==> config.mk <==
export PLATFORM = sky130hd
export DESIGN_NAME = ind_csr_bridge
export DESIGN_NICKNAME = d
export VERILOG_FILES = /design/src/rtl/ind_csr_pkg.sv /design/src/rtl/ind_csr_cmd.sv /design/src/rtl/ind_csr_data.sv /design/src/rtl/ind_csr_bridge.sv
export SDC_FILE = /design/constraint.sdc
export NUM_CORES = 1
export LEC_CHECK = 0
export BUFFER_PORTS_ARGS = -buffer_cell sky130_fd_sc_hd__buf_2
export CAP_MARGIN = 20
export CORE_UTILIZATION = 37
export DETAILED_ROUTE_END_ITERATION = 6
export PLACE_DENSITY = 0.76
export SETUP_SLACK_MARGIN = 0.2
export SYNTH_ARGS = -nofsm -noshare
export SYNTH_HDL_FRONTEND = slang
export SYNTH_SLANG_ARGS = --single-unit
==> constraint.sdc <==
create_clock -name clk -period 1.1 [get_ports clk]
set_input_delay 0.055 -clock clk [delete_from_list [all_inputs] [get_ports clk]]
set_output_delay 0.055 -clock clk [all_outputs]
set_load 0.01 [all_outputs]
==> src/rtl/ind_csr_pkg.sv <==
package ind_csr_pkg;

   typedef enum logic {
      SEL_CMD  = 1'b0,
      SEL_DATA = 1'b1
   } host_sel_e;

   // Bit positions of the flag fields inside a command word of width w
   function automatic int busy_pos(input int w);
      return w - 1;
   endfunction

   function automatic int dir_pos(input int w);
      return w - 2;
   endfunction

endpackage

==> src/rtl/ind_csr_cmd.sv <==
module ind_csr_cmd #(
   parameter int DATA_W = 32,
   parameter int ADDR_W = 8,
   parameter bit DROP_DATA_WR_BUSY = 1'b1
) (
   input  logic              clk,
   input  logic              rst_n,
   input  logic              cmd_wr,
   input  logic              data_wr,
   input  logic [DATA_W-1:0] wdata,
   input  logic              bk_ack,
   output logic              busy,
   output logic              dir_rd,
   output logic [ADDR_W-1:0] idx,
   output logic              err
);
   import ind_csr_pkg::*;

   localparam int BUSY_B = busy_pos(DATA_W);
   localparam int DIR_B  = dir_pos(DATA_W);

   logic drop_seen;

   always_comb begin
      drop_seen = busy & (cmd_wr | (data_wr & DROP_DATA_WR_BUSY));
   end

   always_ff @(posedge clk) begin
      if (!rst_n) begin
         busy   <= 1'b0;
         dir_rd <= 1'b0;
         idx    <= '0;
         err    <= 1'b0;
      end else begin
         if (cmd_wr && !busy) begin
            busy   <= wdata[BUSY_B];
            dir_rd <= wdata[DIR_B];
            idx    <= wdata[ADDR_W-1:0];
         end else if (busy && bk_ack) begin
            busy <= 1'b0;
         end
         if (drop_seen) err <= 1'b1;
      end
   end

   p_busy_hold_r5: assert property (@(posedge clk) disable iff (!rst_n)
      busy && !bk_ack |=> busy);
   p_busy_clear_r5: assert property (@(posedge clk) disable iff (!rst_n)
      busy && bk_ack |=> !busy);
   p_cmd_drop_r6: assert property (@(posedge clk) disable iff (!rst_n)
      busy && cmd_wr |=> err && idx == $past(idx) && dir_rd == $past(dir_rd));
   p_err_sticky_r6: assert property (@(posedge clk) disable iff (!rst_n)
      err |=> err);
   p_no_start_r8: assert property (@(posedge clk) disable iff (!rst_n)
      !busy && cmd_wr && !wdata[BUSY_B] |=> !busy);

endmodule

==> src/rtl/ind_csr_data.sv <==
module ind_csr_data #(
   parameter int DATA_W = 32,
   parameter bit DROP_DATA_WR_BUSY = 1'b1
) (
   input  logic              clk,
   input  logic              rst_n,
   input  logic              data_wr,
   input  logic              busy,
   input  logic              rd_done,
   input  logic [DATA_W-1:0] wdata,
   input  logic [DATA_W-1:0] bk_rdata,
   output logic [DATA_W-1:0] data_q
);
   logic host_ld;

   generate
      if (DROP_DATA_WR_BUSY) begin : g_guarded
         always_comb host_ld = data_wr & ~busy;
      end else begin : g_open
         always_comb host_ld = data_wr;
      end
   endgenerate

   always_ff @(posedge clk) begin
      if (!rst_n)       data_q <= '0;
      else if (rd_done) data_q <= bk_rdata;
      else if (host_ld) data_q <= wdata;
   end

   p_read_capture_r4: assert property (@(posedge clk) disable iff (!rst_n)
      rd_done |=> data_q == $past(bk_rdata));

   generate
      if (DROP_DATA_WR_BUSY) begin : g_chk
         p_data_drop_r7: assert property (@(posedge clk) disable iff (!rst_n)
            busy && data_wr && !rd_done |=> $stable(data_q));
      end
   endgenerate

endmodule

==> src/rtl/ind_csr_bridge.sv <==
module ind_csr_bridge #(
   parameter int DATA_W = 32,
   parameter int ADDR_W = 8,
   parameter bit DROP_DATA_WR_BUSY = 1'b1
) (
   input  logic              clk,
   input  logic              rst_n,
   input  logic              h_wr,
   input  logic              h_sel,
   input  logic [DATA_W-1:0] h_wdata,
   output logic [DATA_W-1:0] h_rdata,
   output logic              err_o,
   output logic              bk_req,
   output logic              bk_we,
   output logic [ADDR_W-1:0] bk_addr,
   output logic [DATA_W-1:0] bk_wdata,
   input  logic [DATA_W-1:0] bk_rdata,
   input  logic              bk_ack
);
   import ind_csr_pkg::*;

   localparam int BUSY_B = busy_pos(DATA_W);
   localparam int DIR_B  = dir_pos(DATA_W);

   initial begin
      if (ADDR_W < 1 || DATA_W < ADDR_W + 3)
         $fatal(1, "ind_csr_bridge: DATA_W must leave room for index, flags and one reserved bit");
   end

   logic              cmd_wr, data_wr, busy, dir_rd, rd_done;
   logic [ADDR_W-1:0] idx;
   logic [DATA_W-1:0] data_q;
   logic [DATA_W-1:0] cmd_word;

   always_comb begin
      cmd_wr  = h_wr & (h_sel == SEL_CMD);
      data_wr = h_wr & (h_sel == SEL_DATA);
      rd_done = busy & bk_ack & dir_rd;
   end

   ind_csr_cmd #(
      .DATA_W(DATA_W), .ADDR_W(ADDR_W), .DROP_DATA_WR_BUSY(DROP_DATA_WR_BUSY)
   ) i_cmd (
      .clk(clk), .rst_n(rst_n), .cmd_wr(cmd_wr), .data_wr(data_wr),
      .wdata(h_wdata), .bk_ack(bk_ack), .busy(busy), .dir_rd(dir_rd),
      .idx(idx), .err(err_o)
   );

   ind_csr_data #(
      .DATA_W(DATA_W), .DROP_DATA_WR_BUSY(DROP_DATA_WR_BUSY)
   ) i_data (
      .clk(clk), .rst_n(rst_n), .data_wr(data_wr), .busy(busy),
      .rd_done(rd_done), .wdata(h_wdata), .bk_rdata(bk_rdata), .data_q(data_q)
   );

   always_comb begin
      cmd_word                = '0;
      cmd_word[BUSY_B]        = busy;
      cmd_word[DIR_B]         = dir_rd;
      cmd_word[ADDR_W-1:0]    = idx;
      h_rdata  = (h_sel == SEL_DATA) ? data_q : cmd_word;
      bk_req   = busy;
      bk_we    = busy & ~dir_rd;
      bk_addr  = idx;
      bk_wdata = data_q;
   end

   p_req_steady_r9: assert property (@(posedge clk) disable iff (!rst_n)
      bk_req && !bk_ack |=> $stable(bk_addr) && $stable(bk_we) && $stable(bk_wdata));
   p_write_dir_r3: assert property (@(posedge clk) disable iff (!rst_n)
      bk_req |-> bk_we == !h_rdata[DIR_B] || h_sel == SEL_DATA);
   p_reserved_zero_r2: assert property (@(posedge clk) disable iff (!rst_n)
      h_sel == SEL_CMD |-> h_rdata[DIR_B-1:ADDR_W] == '0);

endmodule

## Word level (Yosys, flattened, before mapping)

Index checks and enable logic that the tools add are counted.

- Muxes and demuxes: 5
- Bitwise gates (word level): 11
- Reductions and logical operators: 5

Operator list:

| kind | count |
|---|---|
| 32-bit two-way mux | 3 |
| 1-bit bitwise AND | 7 |
| 2-bit nonzero test | 2 |
| 1-bit NOT | 3 |
| 1-bit logical AND | 2 |
| 1-bit two-way mux | 2 |
| 1-bit zero test | 1 |
| 1-bit OR | 1 |

- Register bits after elaboration: 43
- Input bits: 69
- Word-level logic and storage cells: 26

## Longest topological paths before layout

- Depth in word-level cells: 4
- Depth in mapped cells: 5

## Modules after synthesis

From an unflattened synthesis, not the netlist that was laid out.

- Cell total of the unflattened synthesis: 230
- Area total of the unflattened synthesis: 2189.6 um^2

Modules (own cells, without submodules):

| module | times used | cells an instance | area each (um^2) | sequential area each (um^2) |
|---|---|---|---|---|
| ind_csr_data | 1 | 143 | 1403.8 | 640.6 |
| ind_csr_cmd | 1 | 47 | 445.4 | 220.2 |
| ind_csr_bridge | 1 | 40 | 340.3 | 0.0 |

## Worst setup path after synthesis

No wires, ideal clock.

- Kind: register to register
- Start point: reg i_cmd.busy
- End point: reg i_data.data_q[0]
- Setup time: 115 ps
- Arrival time: 1113 ps
- Required time: 985 ps
- Setup slack: -128 ps
- Cell stages (with the launch flop): 5
- Path buffers: 1
- Clock period less this slack: 1228 ps
- Cells stage by stage: dfxtp_1 nand3_2 buf_2 o221a_1 o21a_1

- Longest elaborated chain between the ends: 3
- Elaborated cells between the ends (all ways): 6

Ends and longest elaborated chain:

| item | line | RTL |
|---|---|---|
| from (decl) | ind_csr_cmd.sv:12 | `output logic busy,` |
| from (signal assigned) | ind_csr_cmd.sv:36 | `busy <= wdata[BUSY_B];` |
| 1-bit bitwise AND / 1-bit NOT (equally long branches) | ind_csr_bridge.sv:38, ind_csr_data.sv:18 |  |
| 1-bit bitwise AND, on equally long branches | ind_csr_bridge.sv:38, ind_csr_data.sv:18 |  |
| 32-bit two-way mux / 2-bit nonzero test (equally long branches) | -- |  |
| to (signal assigned) | ind_csr_data.sv:26 | `else if (rd_done) data_q <= bk_rdata;` |
| to (signal assigned) | ind_csr_data.sv:27 | `else if (host_ld) data_q <= wdata;` |
| to (decl) | ind_csr_data.sv:12 | `output logic [DATA_W-1:0] data_q` |

Several ways; a longest one is shown, not always the timed one.
A chain may end at the register's enable or synchronous reset.

## Worst setup path after layout

- Start point: reg i_cmd.busy
- End point: reg i_cmd.idx[5]

- Longest elaborated chain between the ends: 2

Ends and longest elaborated chain:

| item | line | RTL |
|---|---|---|
| 1-bit zero test | ind_csr_cmd.sv:35 | `if (cmd_wr && !busy) begin` |
| 1-bit logical AND | ind_csr_cmd.sv:35 |  |
| to (signal assigned) | ind_csr_cmd.sv:38 | `idx <= wdata[ADDR_W-1:0];` |
| to (decl) | ind_csr_cmd.sv:14 | `output logic [ADDR_W-1:0] idx,` |

No other way between the ends.

==> flow_summary.json <==
{
  "drive_gt1_share_pct": 72.09,
  "finalCritPeriodShare_pct": 116.6,
  "place_area_mm2": 0.002912,
  "final_nets": 437,
  "finalHoldViolations": 0,
  "drt_pass1_iterations": 4,
  "required_ps": 1290,
  "cp_slowest_cell": "dfxtp_4",
  "ctsRootBufferMaster": "clkbuf_8",
  "seqCellArea_um2": 915.9,
  "critPathMaxFanout": 5,
  "area_growth_pct": 83.11,
  "crit_end": "i_cmd.idx[5]$_SDFFE_PN0P_",
  "r2r_start": "i_cmd.busy$_SDFFE_PN0P_",
  "fp.dieH_um": 76.06,
  "die_width_um": 76.06,
  "synth_top_area_cell": "dfxtp_1",
  "synth.top_cell.area_share_pct": 42.42,
  "cts.clk_slew.worst_paths_ps": 80,
  "hold_depth": 3,
  "initial_core_util_pct": 38.99,
  "cts_tree": "done",
  "ys_seq_elements": 43,
  "worst_pin_slew_ps": 184.9,
  "grt_setup_unrepaired": "yes",
  "drt-vias-per-instance": 5.093,
  "yosys_warnings": 0,
  "core_mm2": 0.005205,
  "finalWeightedCongestion": 0.7649,
  "cap_violations": 0,
  "wl_mm": 6.648,
  "ioPinCount": 144,
  "htreeDepth": 2,
  "grt-ovfl-total": 0,
  "multi_input_area_mm2": 0.001156,
  "failed_checks": "setup timing",
  "holdBufCountCts": 0,
  "clock_path_buffers": 2,
  "path_cells": "buf_6 -> nor3b_4 -> buf_6 -> mux2i_1 -> nor2b_1",
  "grt_pass1_vias": 2170,
  "cp-end-kind": "flop",
  "status": "finished, violations left",
  "p_leak_uw": 0.001813,
  "hp-class": "input port to flop",
  "pre_cts_slack_ps": -68.94,
  "syn_inst": 188,
  "p_per_area_mw_per_mm2": 1098,
  "clk_latency_ps": 300,
  "postSynth.asyncResetShare_pct": 0,
  "grt_max_degree": 33,
  "hpwlAfterDp_mm": 4.216,
  "skew_ps": 7.734,
  "reg2reg_depth": 5,
  "io_buffers": 143,
  "numCtsBuffers": 5,
  "design_area_mm2": 0.003716,
  "num_vias": 2236,
  "synth_edf_count": 0,
  "drv_slew": 0,
  "synth_ff_type": "dfxtp_1",
  "dieArea_mm2": 0.005785,
  "fin_ws_ps": -182.3,
  "drt-wirelength-per-cell_um": 15.14,
  "startpoint_type": "flop",
  "rr_endpoint": "i_cmd.idx[5]$_SDFFE_PN0P_",
  "remaining_drc_errors": 0,
  "vdd_drop_max_mv": 0.7314,
  "crit_start": "i_cmd.busy$_SDFFE_PN0P_",
  "antenna_found_initial": 0,
  "synth_area_leaders": "dfxtp_1, o221a_1, o21a_1, and2_1, mux2_1",
  "synth.most_common_cell": "dfxtp_1",
  "synth_area_per_cell_um2": 10.79,
  "post-route-min-period_ps": 1282,
  "clock_sinks": 43,
  "grt_pass1_wl_mm": 10.13,
  "clock.fmax_mhz": 779.9,
  "critPathMaxStageDelay_ps": 370,
  "syn_area_mm2": 0.002029,
  "r2r_setup_slack_ps": -180,
  "ant_nets": 0,
  "whs_ps": 38.62,
  "synthTopCellsByCount": "dfxtp_1, o21a_1, o221a_1",
  "crit_top_cell": "buf_6",
  "synth_seq_area_share_pct": 42.42,
  "drtIter0Drc": 93,
  "synth_nets": 257,
  "finalSetupViolCount": 44,
  "critPathArrivalTime_ps": 1470,
  "ys_types": 16,
  "critPathKind": "flop to flop",
  "fill_cells": 371,
  "grtUsageTotal_pct": 21.57,
  "diodes": 0,
  "fin_util_pct": 71.39,
  "slew_headroom_pct": 87.32,
  "row_count": 26
}
[cells in the final DEF, fill, tap and decap left out]
cell type    n
mux2i_1     10
nand2_1      1
nor2b_1     13
and2_4       8
nand3_2      1
dfxtp_2     41
a21oi_1      2
clkinv_2     1
buf_2      111
dfxtp_1      1
mux2i_2      1
buf_12       4
bufinv_16    1
mux2_4      10
dfxtp_4      1
buf_6       60
a21oi_2      2
nand3b_4     1
o221a_1     30
nor3b_4      1
o21a_1      30
o21ai_0      2
and2_1      14
clkbuf_8     6
buf_4       17
[per-layer routing]
metal	wire length, um	GRT usage (%)
met4	116	7.308
met3	444	4.910
met5	0	0
met2	3288	38.09
met1	2799	25.67
[final cells by class]
cell class                 count  area share, %
timing repair buffer         192          38.72
clock buffer                   6          2.222
clock inverter                 2         0.9428
multi-input combinational    126          31.11
sequential                    43          24.65
tap                           70          2.357
[power by group]
group          switching, uW  leakage (uW)  internal [uW]
Combinational            415       0.00138            633
Clock                    549     0.0000612            735
Sequential              73.6      0.000370           1670
[cell families (layout without fill, tap and decap cells)]
group	count (synthesis)	in the layout	synth area share, %
and+or+nand+nor	39	39	12.82
DFF	43	43	42.42
buffers and inverters	19	200	4.562
muxes	21	21	10.97
AOI/OAI and AO/OA	66	66	29.22
[critical path, delay by kind of cell (launching register included)]
kind,cells,cell delay (ps)
simple gates,2,280
flops,1,370
mux,1,230
buf+inv,2,290
[worst min-delay path by stage]
stage	start	endpoint	slack, ps
finish	bk_rdata[10]	i_data.data_q[10]$_SDFFE_PN0P_	40
global route	h_wdata[4]	i_cmd.idx[4]$_SDFFE_PN0P_	40
CTS	h_wdata[7]	i_cmd.idx[7]$_SDFFE_PN0P_	20
detailed placement	h_wdata[6]	i_cmd.idx[6]$_SDFFE_PN0P_	340
global placement	h_wdata[5]	i_cmd.idx[5]$_SDFFE_PN0P_	330
floorplan	h_wdata[31]	i_cmd.busy$_SDFFE_PN0P_	210
[per-stage QoR]
stage	cells	power (uW)	TNS, ps
4_1_cts	426	4006	-2814
3_5_place_dp	397	2518	-1656
5_1_grt	439	4260	-6186
2_1_floorplan	188	2149	-537.3
3_3_place_gp	397	2503	-1058
6_report	439	4079	-3526
[registers in the layout (all words and copies together), names as in the netlist]
register	cells
i_cmd.busy	1
i_cmd.dir_rd	1
i_cmd.err	1
i_cmd.idx	8
i_data.data_q	32
[what timing repair did]
item | in CTS | in global routing
endpoints found under the setup margin | 76 | 92
resized for setup | 94 | 29
pin swaps | 2 | 0
buffers inserted | 21 | 13
endpoints found under the hold margin | 0 | 0
No activity file was read; power rests on OpenSTA's default activity.
